**src/rtl/pwm_slice_pkg.sv**
```systemverilog
package pwm_slice_pkg;

    localparam int NCH = 2;

    typedef enum logic [2:0] {
        ADDR_CTRL  = 3'd0,
        ADDR_TOP   = 3'd1,
        ADDR_CMPA  = 3'd2,
        ADDR_CMPB  = 3'd3,
        ADDR_LOAD  = 3'd4,
        ADDR_FLAG  = 3'd5
    } reg_addr_e;

    // bit 0 enable, bit 1 triangle, bit 2 invert A, bit 3 invert B
    typedef struct packed {
        logic inv_b;
        logic inv_a;
        logic tri_mode;
        logic enable;
    } ctrl_t;

endpackage

```
**src/rtl/pwm_slice_regs.sv**
```systemverilog
module pwm_slice_regs
    import pwm_slice_pkg::*;
#(
    parameter int CNT_W = 16
) (
    input  logic                           clk,
    input  logic                           rst_n,
    input  logic                           wr_en_i,
    input  logic [2:0]                     wr_addr_i,
    input  logic [CNT_W:0]                 wr_data_i,
    input  logic                           wrap_i,
    output ctrl_t                          ctrl_o,
    output logic [CNT_W-1:0]               top_o,
    output logic [NCH-1:0][CNT_W:0]        cmp_o,
    output logic                           load_o,
    output logic [CNT_W-1:0]               load_val_o,
    output logic                           flag_o
);

    localparam int CTRL_W = $bits(ctrl_t);

    typedef struct packed {
        ctrl_t                    ctrl;
        logic [CNT_W-1:0]         top;
        logic [NCH-1:0][CNT_W:0]  cmp;
        logic                     flag;
    } rstate_t;

    rstate_t st_d, st_q;
    logic    clear_req;

    assign clear_req = wr_en_i && (wr_addr_i == ADDR_FLAG) && wr_data_i[0];

    always_comb begin
        st_d = st_q;
        if (wr_en_i) begin
            case (wr_addr_i)
                ADDR_CTRL: st_d.ctrl = ctrl_t'(wr_data_i[CTRL_W-1:0]);
                ADDR_TOP:  st_d.top  = wr_data_i[CNT_W-1:0];
                default:   ;
            endcase
            for (int ch = 0; ch < NCH; ch++) begin
                if (wr_addr_i == (ADDR_CMPA + 3'(ch))) begin
                    st_d.cmp[ch] = wr_data_i;
                end
            end
        end
        if (clear_req) begin
            st_d.flag = 1'b0;
        end
        if (wrap_i) begin
            st_d.flag = 1'b1;
        end
    end

    always_ff @(posedge clk or negedge rst_n) begin
        if (!rst_n) begin
            st_q.ctrl <= '0;
            st_q.top  <= '1;
            st_q.cmp  <= '0;
            st_q.flag <= 1'b0;
        end else begin
            st_q <= st_d;
        end
    end

    assign ctrl_o     = st_q.ctrl;
    assign top_o      = st_q.top;
    assign cmp_o      = st_q.cmp;
    assign flag_o     = st_q.flag;
    assign load_o     = wr_en_i && (wr_addr_i == ADDR_LOAD);
    assign load_val_o = wr_data_i[CNT_W-1:0];


    flag_set_chk: assert property (@(posedge clk) disable iff (!rst_n)
        wrap_i |=> flag_o);


    flag_clear_chk: assert property (@(posedge clk) disable iff (!rst_n)
        (clear_req && !wrap_i) |=> !flag_o);


    top_write_chk: assert property (@(posedge clk) disable iff (!rst_n)
        (wr_en_i && wr_addr_i == ADDR_TOP) |=> top_o == $past(wr_data_i[CNT_W-1:0]));

endmodule

```
**src/rtl/pwm_slice_counter.sv**
```systemverilog
module pwm_slice_counter #(
    parameter int CNT_W = 16
) (
    input  logic             clk,
    input  logic             rst_n,
    input  logic             adv_i,
    input  logic             tri_i,
    input  logic [CNT_W-1:0] top_i,
    input  logic             load_i,
    input  logic [CNT_W-1:0] load_val_i,
    output logic [CNT_W-1:0] cnt_o,
    output logic             wrap_o
);

    localparam logic [CNT_W-1:0] ONE = CNT_W'(1);

    typedef struct packed {
        logic [CNT_W-1:0] cnt;
        logic             down;
    } cstate_t;

    cstate_t st_d, st_q;
    logic    wrap_d;

    always_comb begin
        st_d   = st_q;
        wrap_d = 1'b0;
        if (load_i) begin
            st_d.cnt = load_val_i;
        end else if (adv_i) begin
            if (!tri_i) begin
                st_d.down = 1'b0;
                if (st_q.cnt == top_i) begin
                    st_d.cnt = '0;
                    wrap_d   = 1'b1;
                end else begin
                    st_d.cnt = st_q.cnt + ONE;
                end
            end else if (!st_q.down) begin
                if (st_q.cnt >= top_i) begin
                    st_d.down = 1'b1;
                end else begin
                    st_d.cnt = st_q.cnt + ONE;
                end
            end else begin
                if (st_q.cnt == '0) begin
                    st_d.down = 1'b0;
                    wrap_d    = 1'b1;
                end else begin
                    st_d.cnt = st_q.cnt - ONE;
                end
            end
        end
    end

    always_ff @(posedge clk or negedge rst_n) begin
        if (!rst_n) begin
            st_q <= '0;
        end else begin
            st_q <= st_d;
        end
    end

    assign cnt_o  = st_q.cnt;
    assign wrap_o = wrap_d;


    hold_when_idle_chk: assert property (@(posedge clk) disable iff (!rst_n)
        (!adv_i && !load_i) |=> $stable(cnt_o));


    saw_step_chk: assert property (@(posedge clk) disable iff (!rst_n)
        (adv_i && !tri_i && !load_i && cnt_o != top_i) |=> cnt_o == $past(cnt_o) + ONE);


    saw_wrap_chk: assert property (@(posedge clk) disable iff (!rst_n)
        (adv_i && !tri_i && !load_i && cnt_o == top_i) |=> cnt_o == '0);


    tri_bound_chk: assert property (@(posedge clk) disable iff (!rst_n)
        (adv_i && tri_i && !load_i && cnt_o <= top_i) |=> (cnt_o <= top_i || !$stable(top_i)));


    load_chk: assert property (@(posedge clk) disable iff (!rst_n)
        load_i |=> cnt_o == $past(load_val_i));

endmodule

```
**src/rtl/pwm_slice_cmp.sv**
```systemverilog
module pwm_slice_cmp #(
    parameter int CNT_W = 16
) (
    input  logic             clk,
    input  logic             rst_n,
    input  logic [CNT_W-1:0] cnt_i,
    input  logic [CNT_W:0]   thr_i,
    input  logic             inv_i,
    output logic             out_o
);

    logic raw;

    always_comb begin
        raw   = (thr_i > {1'b0, cnt_i});
        out_o = raw ^ inv_i;
    end


    zero_thr_chk: assert property (@(posedge clk) disable iff (!rst_n)
        (thr_i == '0) |-> (out_o == inv_i));

endmodule

```
**src/rtl/pwm_slice.sv**
```systemverilog
module pwm_slice
    import pwm_slice_pkg::*;
#(
    parameter int CNT_W = 16
) (
    input  logic             clk,
    input  logic             rst_n,
    input  logic             tick_i,
    input  logic             wr_en_i,
    input  logic [2:0]       wr_addr_i,
    input  logic [CNT_W:0]   wr_data_i,
    output logic [CNT_W-1:0] count_o,
    output logic             out_a_o,
    output logic             out_b_o,
    output logic             wrap_flag_o
);

    ctrl_t                    ctrl;
    logic [CNT_W-1:0]         top;
    logic [NCH-1:0][CNT_W:0]  cmp;
    logic                     load;
    logic [CNT_W-1:0]         load_val;
    logic                     wrap;
    logic [CNT_W-1:0]         cnt;
    logic [NCH-1:0]           inv;
    logic [NCH-1:0]           pwm;

    pwm_slice_regs #(.CNT_W(CNT_W)) u_regs (
        .clk        (clk),
        .rst_n      (rst_n),
        .wr_en_i    (wr_en_i),
        .wr_addr_i  (wr_addr_i),
        .wr_data_i  (wr_data_i),
        .wrap_i     (wrap),
        .ctrl_o     (ctrl),
        .top_o      (top),
        .cmp_o      (cmp),
        .load_o     (load),
        .load_val_o (load_val),
        .flag_o     (wrap_flag_o)
    );

    pwm_slice_counter #(.CNT_W(CNT_W)) u_cnt (
        .clk        (clk),
        .rst_n      (rst_n),
        .adv_i      (ctrl.enable && tick_i),
        .tri_i      (ctrl.tri_mode),
        .top_i      (top),
        .load_i     (load),
        .load_val_i (load_val),
        .cnt_o      (cnt),
        .wrap_o     (wrap)
    );

    assign inv = {ctrl.inv_b, ctrl.inv_a};

    for (genvar c = 0; c < NCH; c++) begin : g_chan
        pwm_slice_cmp #(.CNT_W(CNT_W)) u_cmp (
            .clk   (clk),
            .rst_n (rst_n),
            .cnt_i (cnt),
            .thr_i (cmp[c]),
            .inv_i (inv[c]),
            .out_o (pwm[c])
        );
    end

    assign count_o = cnt;
    assign out_a_o = pwm[0];
    assign out_b_o = pwm[1];


    full_thr_chk: assert property (@(posedge clk) disable iff (!rst_n)
        (cmp[0] > {1'b0, top} && cnt <= top) |-> (out_a_o == !ctrl.inv_a));


    disabled_hold_chk: assert property (@(posedge clk) disable iff (!rst_n)
        (!ctrl.enable && !load) |=> $stable(count_o));

endmodule

```
**config.mk**
```make
export PLATFORM = sky130hd
export DESIGN_NAME = pwm_slice
export DESIGN_NICKNAME = d
export VERILOG_FILES = /design/src/rtl/pwm_slice_pkg.sv /design/src/rtl/pwm_slice_regs.sv /design/src/rtl/pwm_slice_counter.sv /design/src/rtl/pwm_slice_cmp.sv /design/src/rtl/pwm_slice.sv
export SDC_FILE = /design/constraint.sdc
export NUM_CORES = 1
export LEC_CHECK = 0
export BUFFER_PORTS_ARGS = -buffer_cell sky130_fd_sc_hd__buf_2
export CAP_MARGIN = 20
export CORE_ASPECT_RATIO = 0.8
export CORE_MARGIN = 2
export CORE_UTILIZATION = 60
export CTS_CLUSTER_DIAMETER = 80
export DETAILED_ROUTE_END_ITERATION = 10
export GPL_TIMING_DRIVEN = 0
export PLACE_DENSITY = 0.79
export SLEW_MARGIN = 20
export SYNTH_ARGS = -nofsm -noshare
export SYNTH_HDL_FRONTEND = slang
export SYNTH_SLANG_ARGS = --single-unit
```
**constraint.sdc**
```tcl
create_clock -name clk -period 3.1 [get_ports clk]
set_input_delay 0.155 -clock clk [delete_from_list [all_inputs] [get_ports clk]]
set_output_delay 0.155 -clock clk [all_outputs]
set_load 0.02 [all_outputs]
```
* Word level (Yosys, flattened, before mapping) *
Cells that the tools add are included.

word-level totals
  logic and storage cells = 57
  input port bits = 24
  latch bits = 0
  ROM bits = 0
  bits in writable memories = 0
  output and inout port bits = 19
  flip-flop bits (word level) = 72
  memories = 0

cells by class
  multiplexer cells = 17
  eq/ne operators = 8
  order comparisons = 3
  reductions and logical operators = 14
  bitwise operators = 3
  $mul = 0
  $add $sub $neg = 2
  shift operators = 0
  divide/modulo/power cells = 0

operators by type and width
  cell                   number
  $mux 16                4
  $mux 17                3
  $gt 17x16->1           2
  $add 16x1->16 const B  1
  $eq 16x16->1           1
  $ge 16x16->1           1
  $logic_not 16->1       1
  $sub 16x1->16 const B  1
  $mux 1                 10
  $reduce_and 2->1       5
  $eq 3x2->1 const B     2
  $eq 3x3->1 const B     2
  $logic_and 1x1->1      4
  $ne 4x3->1 const B     1
  $ne 4x4->1 const B     1
  $reduce_bool 2->1      2
  $eq 3x1->1 const B     1
  $logic_not 3->1        1
  $reduce_and 3->1       1
  $xor 1x1->1            2
  $not 1->1              1

* Depth between registers and ports, before layout *
Gate-level depths: netlist of run 1.

  depth after elaboration = 7
  depth in mapped cells = 9
  gate-level depth less buffers = 8

* Cells and area by module *
A second synthesis of run 1 with hierarchy kept.

unflattened totals
  cells, all modules = 539
  area, all modules = 5246.3 sq um

modules (own cells, without submodules)
  module             seq. area each (sq um)  times used  area an instance (sq um)  cells an instance
  pwm_slice_regs     1396.3                  1           2238.4                    138
  pwm_slice_counter  425.4                   1           2095.8                    282
  pwm_slice_cmp      0.0                     2           452.9                     59
  pwm_slice          0.0                     1           6.3                       1

* Worst setup path before layout of run 1 *
Ideal clock, no wire load.

  path type = register to register
  from = register, netlist name u_regs.top_o[7]
  to = register u_cnt.st_q (netlist bit u_cnt.cnt_o[13])
  data arrival time = 2.464 ns
  cell stages (with the launch flop) = 9
  setup time = 0.082 ns
  setup slack = 0.554 ns
  path buffers = 0
  period minus slack after synthesis = 2.546 ns
  data required time = 3.018 ns
  cell sequence = dfstp_2 inv_1 ha_1 a21oi_1 o21ai_0 a2111oi_2 a21oi_2 or4_1 a31oi_1

on the way
  cells in the longest elaborated chain, start to end = 5
  elaborated cells between the ends (all ways) = 8
  classes of those cells = order compare: 1; eq/ne: 2; mux: 4; reduce/logical: 1

ends and longest elaborated chain
  what                                                                  line                     source
  parallel branches: the longest is 5 deep, another holds $ge 16x16->1  -
  end signal: assignment                                                pwm_slice_counter.sv:60  st_q <= st_d;
  end: declaration                                                      pwm_slice_counter.sv:22  cstate_t st_d, st_q;

Several ways; the timed one is not identified. The select of a mux whose other input is x is not followed.
A chain may end at the register's enable or synchronous reset.

* Final worst setup path of run 1 *
  from = register, netlist name u_regs.top_o[13]
  to = register u_cnt.st_q (netlist bit u_cnt.cnt_o[3])

on the way
  cells in the longest elaborated chain, start to end = 5
  elaborated cells between the ends (all ways) = 8
  classes of those cells = order compare: 1; eq/ne: 2; mux: 4; reduce/logical: 1

ends and longest elaborated chain
  what
  parallel branches: the longest is 5 deep, another holds $ge 16x16->1

Several ways; the timed one is not identified. The select of a mux whose other input is x is not followed.

==> flow_metrics.py, run 1 <==
metrics = {
    "clocking": {
        "numCtsBuffers": 9,
        "clkLatencyLatePin_ns": 0.36,
        "cts_root_buf": "clkbuf_8",
        "cts.path.max_buffers": 2,
        "cts.clk_slew.worst_paths_ns": 0.08,
        "cts.sinks": 72,
        "cts.htree.levels": 3,
        "cts_tree": "done",
    },
    "setup_path": {
        "cp_top_family": "simple AND/OR/NAND/NOR gates",
        "worst-path-max-fanout": 10,
        "worst_r2r_endpoint": "u_cnt.cnt_o[3]",
        "path_cells": "inv_1, ha_1, nand4_1, nor4_4, a311o_1, buf_2, nor2_2, nand2_1, o311ai_0",
        "cp-start-kind": "register",
        "required_ns": 3.31,
        "path_class": "register to register",
        "path_buf_inv": 2,
        "cp_slowest_cell": "dfstp_2",
        "r2r_cells": 9,
        "reg2reg_from": "u_regs.top_o[13]",
        "cp.arrival_ns": 3.21,
        "rrSetupSlack_ns": 0.10,
        "critPathCaptureType": "register",
        "max_stage_delay_ns": 0.53,
    },
    "hold_path": {
        "hp-start": "wr_data_i[16]",
        "worstHoldPathType": "primary input to register",
        "worstHoldEndpoint": "u_regs.cmp_o[16]",
        "hold_path_depth": 2,
    },
    "timing": {
        "fmax_mhz": 333,
        "rsz0062_at_grt": "false",
        "hold_viol": 0,
        "maxSlewHeadroom_pct": 54.1,
        "fin_setup_tns_ns": 0,
        "skew_ns": 0.00922,
        "tightest_slew_ns": 0.684,
        "final.period_utilization_pct": 96.7,
        "finalMaxSlewViolations": 0,
        "setup_viol": 0,
        "period_needed_ns": 3.00,
    },
    "cells_and_area": {
        "stdcell_count": 658,
        "antenna_cells": 0,
        "area_delta_synth_final_pct": 13.3,
        "final_net_count": 620,
        "layout-drive-gt1-share_pct": 27.6,
        "final_common_cell": "dfrtp_1",
        "regArea_sq_mm": 0.00182,
        "final_cell_mix": "dfrtp_1, ha_1, buf_2",
        "multi_input_area_sq_mm": 0.00270,
        "fillers": 647,
    },
    "power": {
        "powerDensity_mw_per_mm2": 679,
        "clkPwrFrac_pct": 20.3,
        "p_switching_uw": 1440,
        "power.share.sequential_pct": 37.1,
        "vdd_drop_max_mv": 0.438,
        "sw_frac_of_total_pct": 39.0,
        "power_uw": 3700,
        "combPwrFrac_pct": 42.5,
        "p_leak_uw": 0.00248,
        "p_int_uw": 2260,
    },
    "global_route": {
        "overflow": 0,
        "grt_pass1_wl_um": 20200,
        "grt_max_degree": 54,
        "grt_usage_pct": 30.3,
        "grt_pass1_vias": 4012,
        "antenna_found_initial": 0,
    },
    "yosys": {
        "synth.top_cell.area_share_pct": 29.1,
        "ys_ff_latch": 72,
        "synth_enable_flop_cells": 0,
        "synth.avg_cell_area_sq_um": 9.86,
        "ys.warnings.count": 0,
        "ys_seq_area_share_pct": 37.9,
        "synth.distinct_cells": 60,
        "synth_fp_nets": 563,
        "synthTopCellsByArea": "dfrtp_1, ha_1, mux2_2",
        "synthesis.instances": 488,
        "synth_ff_type": "dfrtp_1",
        "yosys.area.top_type": "dfrtp_1",
        "netlist_area_sq_mm": 0.00481,
        "async_flop_share_pct": 100,
    },
    "routing": {
        "ant_nets": 0,
        "first_iter_violations": 246,
        "drc_errors": 0,
        "viasPerCell": 6.24,
        "vias": 4105,
        "wl_per_cell_um": 19.1,
        "dr.pass1.iters": 6,
        "routed_wl_um": 12600,
    },
    "floorplan": {
        "boundaryPins": 43,
        "die_w_um": 104,
        "core_sq_mm": 0.00784,
        "rows": 29,
        "start_util_pct": 61.4,
        "die-area_sq_mm": 0.00875,
        "dieHeight_um": 84.1,
    },
    "status": {
        "run_status": "finished, final reports clean",
    },
    "placed_design": {
        "dpl.cell_count": 639,
        "finalWeightedCongestion": 0.941,
        "hpwl_um": 9370,
        "io_buffers": 42,
    },
    "flow_run": {
        "maxCapViolCount": 0,
    },
}
-- state kept, by name, summed over array words and instances (netlist names) --
register       cells
u_regs.ctrl_o      4
u_regs.cmp_o      34
u_regs.top_o      16
u_cnt.cnt_o       16
u_regs.flag_o      1
u_cnt.st_q         1
-- timing repair --
item / in CTS / in global routing
pin swaps: 0 / 1
hold buffers: 1 / 0
buffers inserted: 0 / 2
endpoints found under the hold margin: 24 / 0
resized for setup: 5 / 6
setup endpoints to repair: 14 / 6
-- Yosys cell counts, types with 3 or more instances --
cell and instances:
nor2b_1 7, a21o_1 10, nand4_1 16, and3_1 4, nand4b_1 3, o31ai_1 8
a21oi_1 14, nand2b_1 6, and2_1 3, dfstp_2 16, a211oi_1 6, dfrtp_1 56
o21ai_0 28, buf_2 3, clkbuf_1 11, or4_1 3, and4_1 5, nand2_1 42
a221o_1 5, or2_2 3, mux2_2 38, nor4_1 3, nand3_1 11, ha_1 51
nor2_1 23, o211ai_1 4, or3_1 4, nor3_1 12, inv_1 35, o311ai_0 4
a31oi_1 3, buf_4 16
-- power by group through the flow --
stage,sequential (uW),clock [uW],combinational [uW]
6_report,1370,752,1570
4_1_cts,1370,766,1540
3_3_place_gp,1370,0,1430
2_1_floorplan,1320,0,1110
5_1_grt,1400,809,1750
3_5_place_dp,1380,0,1500
-- cell type report --
type | count | area share [%]
clock inverters | 6 | 1.26
multi-input cells | 349 | 49.5
clock buffers | 10 | 2.34
well taps | 108 | 2.48
repair buffers | 46 | 4.87
plain buffers | 32 | 3.70
inverters | 35 | 2.41
flip-flops and latches | 72 | 33.5
-- cell families (layout without fill, tap and decap cells) --
group	count (synthesis)	in the layout	share of synthesized area (%)
AND/OR/NAND/NOR	154	154	17.2
AO/OA/AOI/OAI	104	104	15.5
flip-flops	72	72	37.9
buffers and inverters	67	129	6.87
adder cells (fa/ha/maj)	51	51	13.3
multiplexers	38	38	8.90
XOR/XNOR	2	2	0.364
-- stage by stage --
step                util (%)  hold WS [ns]  setup WS (ns)  cell area (sq um)
finish                  69.5        0.0319          0.101               5450
global route            69.5        0.0332         0.0227               5450
CTS                     69.2        0.0274         0.0633               5420
detailed placement      66.2        0.0588         -0.209               5180
global placement        65.8         0.402         -0.182               5150
floorplan                  -        -0.141          0.554               4810
-- worst max path at each step --
stage	start	endpoint	slack (ns)	cells after the start
detailed placement	u_regs.top_o[13]	u_cnt.cnt_o[10]	-0.21	8
floorplan	u_regs.top_o[7]	u_cnt.cnt_o[13]	0.55	8
global route	u_cnt.cnt_o[0]	u_cnt.cnt_o[3]	0.02	8
CTS	u_regs.top_o[13]	u_cnt.cnt_o[3]	0.06	9
global placement	u_regs.top_o[13]	u_cnt.cnt_o[6]	-0.18	8
finish	u_regs.top_o[13]	u_cnt.cnt_o[3]	0.10	9
-- layer usage --
layer  GRT usage [%]  share of wire, %  up-vias
met5               0                 0        -
met3            6.25               8.8       29
met1            39.6                42     1975
met4            11.3               2.4        0
li1                -                 -     1904
met2            49.8                47      197
No activity file was read; power rests on OpenSTA's default activity.
==> run 2: changes to the inputs <==
- PLACE_DENSITY: 0.79 -> 0.89
- REMOVE_ABC_BUFFERS: default -> 1
==> run 2 against run 1 <==
Compared with the run above: first-iteration DRC count is 30% higher; critical path type is now register to output port; global-route usage is 0.85 points lower; largest power group unchanged; largest cell class unchanged; combinational power shrank 5%; hold slack improved by 0.0047 ns.
==> flow_metrics.py, run 2 (synthesis results as in run 1) <==
metrics = {
    "status": {
        "run_status": "finished, final reports clean",
    },
    "global_route": {
        "overflow": 0,
        "antenna_found_initial": 0,
        "grt_pass1_vias": 4085,
        "grt_pass1_wl_um": 20100,
        "grt_max_degree": 43,
        "grt_usage_pct": 29.4,
    },
    "timing": {
        "maxSlewHeadroom_pct": 44.6,
        "fin_setup_tns_ns": 0,
        "finalMaxSlewViolations": 0,
        "skew_ns": 0.0106,
        "tightest_slew_ns": 0.831,
        "hold_viol": 0,
        "rsz0062_at_grt": "false",
        "period_needed_ns": 3.01,
        "fmax_mhz": 332,
        "whs_ns": 0.0366,
        "setup_viol": 0,
        "final.period_utilization_pct": 97.1,
    },
    "placed_design": {
        "hpwl_um": 9020,
        "finalWeightedCongestion": 0.927,
        "io_buffers": 42,
    },
    "floorplan": {
        "rows": 29,
        "core_sq_mm": 0.00784,
        "boundaryPins": 43,
        "die_w_um": 104,
        "dieHeight_um": 84.1,
        "die-area_sq_mm": 0.00875,
        "start_util_pct": 61.4,
    },
    "flow_run": {
        "maxCapViolCount": 0,
    },
    "clocking": {
        "cts.htree.levels": 3,
        "cts.path.max_buffers": 2,
        "clkLatencyLatePin_ns": 0.37,
        "numCtsBuffers": 9,
        "cts.clk_slew.worst_paths_ns": 0.07,
        "cts_tree": "done",
        "cts_root_buf": "clkbuf_8",
        "cts.sinks": 72,
    },
    "routing": {
        "first_iter_violations": 320,
        "viasPerCell": 6.50,
        "wl_per_cell_um": 19.9,
        "drc_errors": 0,
        "ant_nets": 0,
        "vias": 4086,
        "routed_wl_um": 12500,
        "dr.pass1.iters": 6,
    },
    "cells_and_area": {
        "largest_register_ffs": 34,
        "antenna_cells": 0,
        "final_cell_mix": "dfrtp_1, ha_1, nand2_1",
        "fillers": 612,
        "final_net_count": 591,
        "area_delta_synth_final_pct": 10.3,
        "layout-drive-gt1-share_pct": 25.9,
        "final_common_cell": "dfrtp_1",
    },
    "setup_path": {
        "worst-path-max-fanout": 12,
        "path_class": "register to output port",
        "cp.arrival_ns": 2.86,
        "cp-start-kind": "register",
        "required_ns": 2.94,
        "critPathCaptureType": "output port",
    },
    "power": {
        "vdd_drop_max_mv": 0.358,
        "power.share.sequential_pct": 37.9,
        "p_switching_uw": 1440,
        "sw_frac_of_total_pct": 38.9,
        "clkPwrFrac_pct": 21.8,
        "powerDensity_mw_per_mm2": 698,
        "p_int_uw": 2260,
        "p_leak_uw": 0.00237,
        "combPwrFrac_pct": 40.3,
    },
    "hold_path": {
        "worstHoldPathType": "primary input to register",
    },
}
## run 2: worst paths after layout
check | startpoint | cells after the start | endpoint | slack, ns
max | u_cnt.cnt_o[8] | 8 | out_b_o | 0.09
min | wr_data_i[16] | 2 | u_regs.cmp_o[16] | 0.04
max reg2reg | u_cnt.cnt_o[0] | 7 | u_cnt.cnt_o[9] | 0.14
min reg2reg | u_regs.top_o[15] | 2 | u_regs.top_o[15] | 0.51
max in group asynchronous | rst_n | 3 | u_regs.top_o[3] | 2.15
min in group asynchronous | rst_n | 2 | u_regs.cmp_o[22] | 0.33
## run 2: through the flow
stage | area (sq um) | setup slack, ns | cells | total power (uW) | utilization [%]
detailed placement | 5020 | -0.186 | 610 | 2800 | 64.0
global route | 5300 | 0.00200 | 629 | 3930 | 67.7
floorplan | 4610 | 0.485 | 456 | 2340 | -
finish | 5300 | 0.0887 | 629 | 3700 | 67.7
global placement | 4960 | -0.163 | 606 | 2700 | 63.2
CTS | 5260 | 0.000589 | 627 | 3650 | 67.1
## run 2: repair_timing
item / 4_1_cts / 5_1_grt
hold endpoints to repair: 29 / 0
gates resized for setup: 3 / 8
setup buffers: 0 / 1
pin swaps: 0 / 1
cloned: 0 / 0
setup endpoints to repair: 16 / 17
hold buffers: 1 / 0
## run 2: power groups by stage
| stage | registers, uW | clock network [uW] | logic (uW) |
|---|---|---|---|
| 4_1_cts | 1390 | 816 | 1440 |
| 2_1_floorplan | 1400 | 0 | 939 |
| 3_3_place_gp | 1390 | 0 | 1310 |
| 6_report | 1400 | 808 | 1490 |
| 3_5_place_dp | 1410 | 0 | 1390 |
| 5_1_grt | 1430 | 854 | 1640 |
## run 2: worst max-delay path: stages (launching register included)
cell     delay (ns)
dfrtp_1        0.56
inv_1          0.12
ha_1           0.32
nand4_1        0.22
or4_1          0.53
mux2_2         0.28
o21ai_0        0.13
xnor2_1        0.15
buf_2          0.18
## run 2: final cells by class
class / count / area, sq um / area share (%)
timing repair buffer: 49 / 295 / 5.57
clock buffer: 12 / 135 / 2.55
tap: 108 / 135 / 2.55
inverter: 35 / 131 / 2.48
sequential: 72 / 1830 / 34.4
multi-input combinational: 349 / 2710 / 51.1
clock inverter: 4 / 70.1 / 1.32
## run 2: metal layers
metal / up-vias / part of all wire [%] / GRT usage (%)
li1: 1839 / - / -
met1: 1978 / 40 / 36.9
met2: 213 / 48 / 48.6
met3: 56 / 8.3 / 7.96
met4: 0 / 3.6 / 11.5
met5: - / 0 / 0
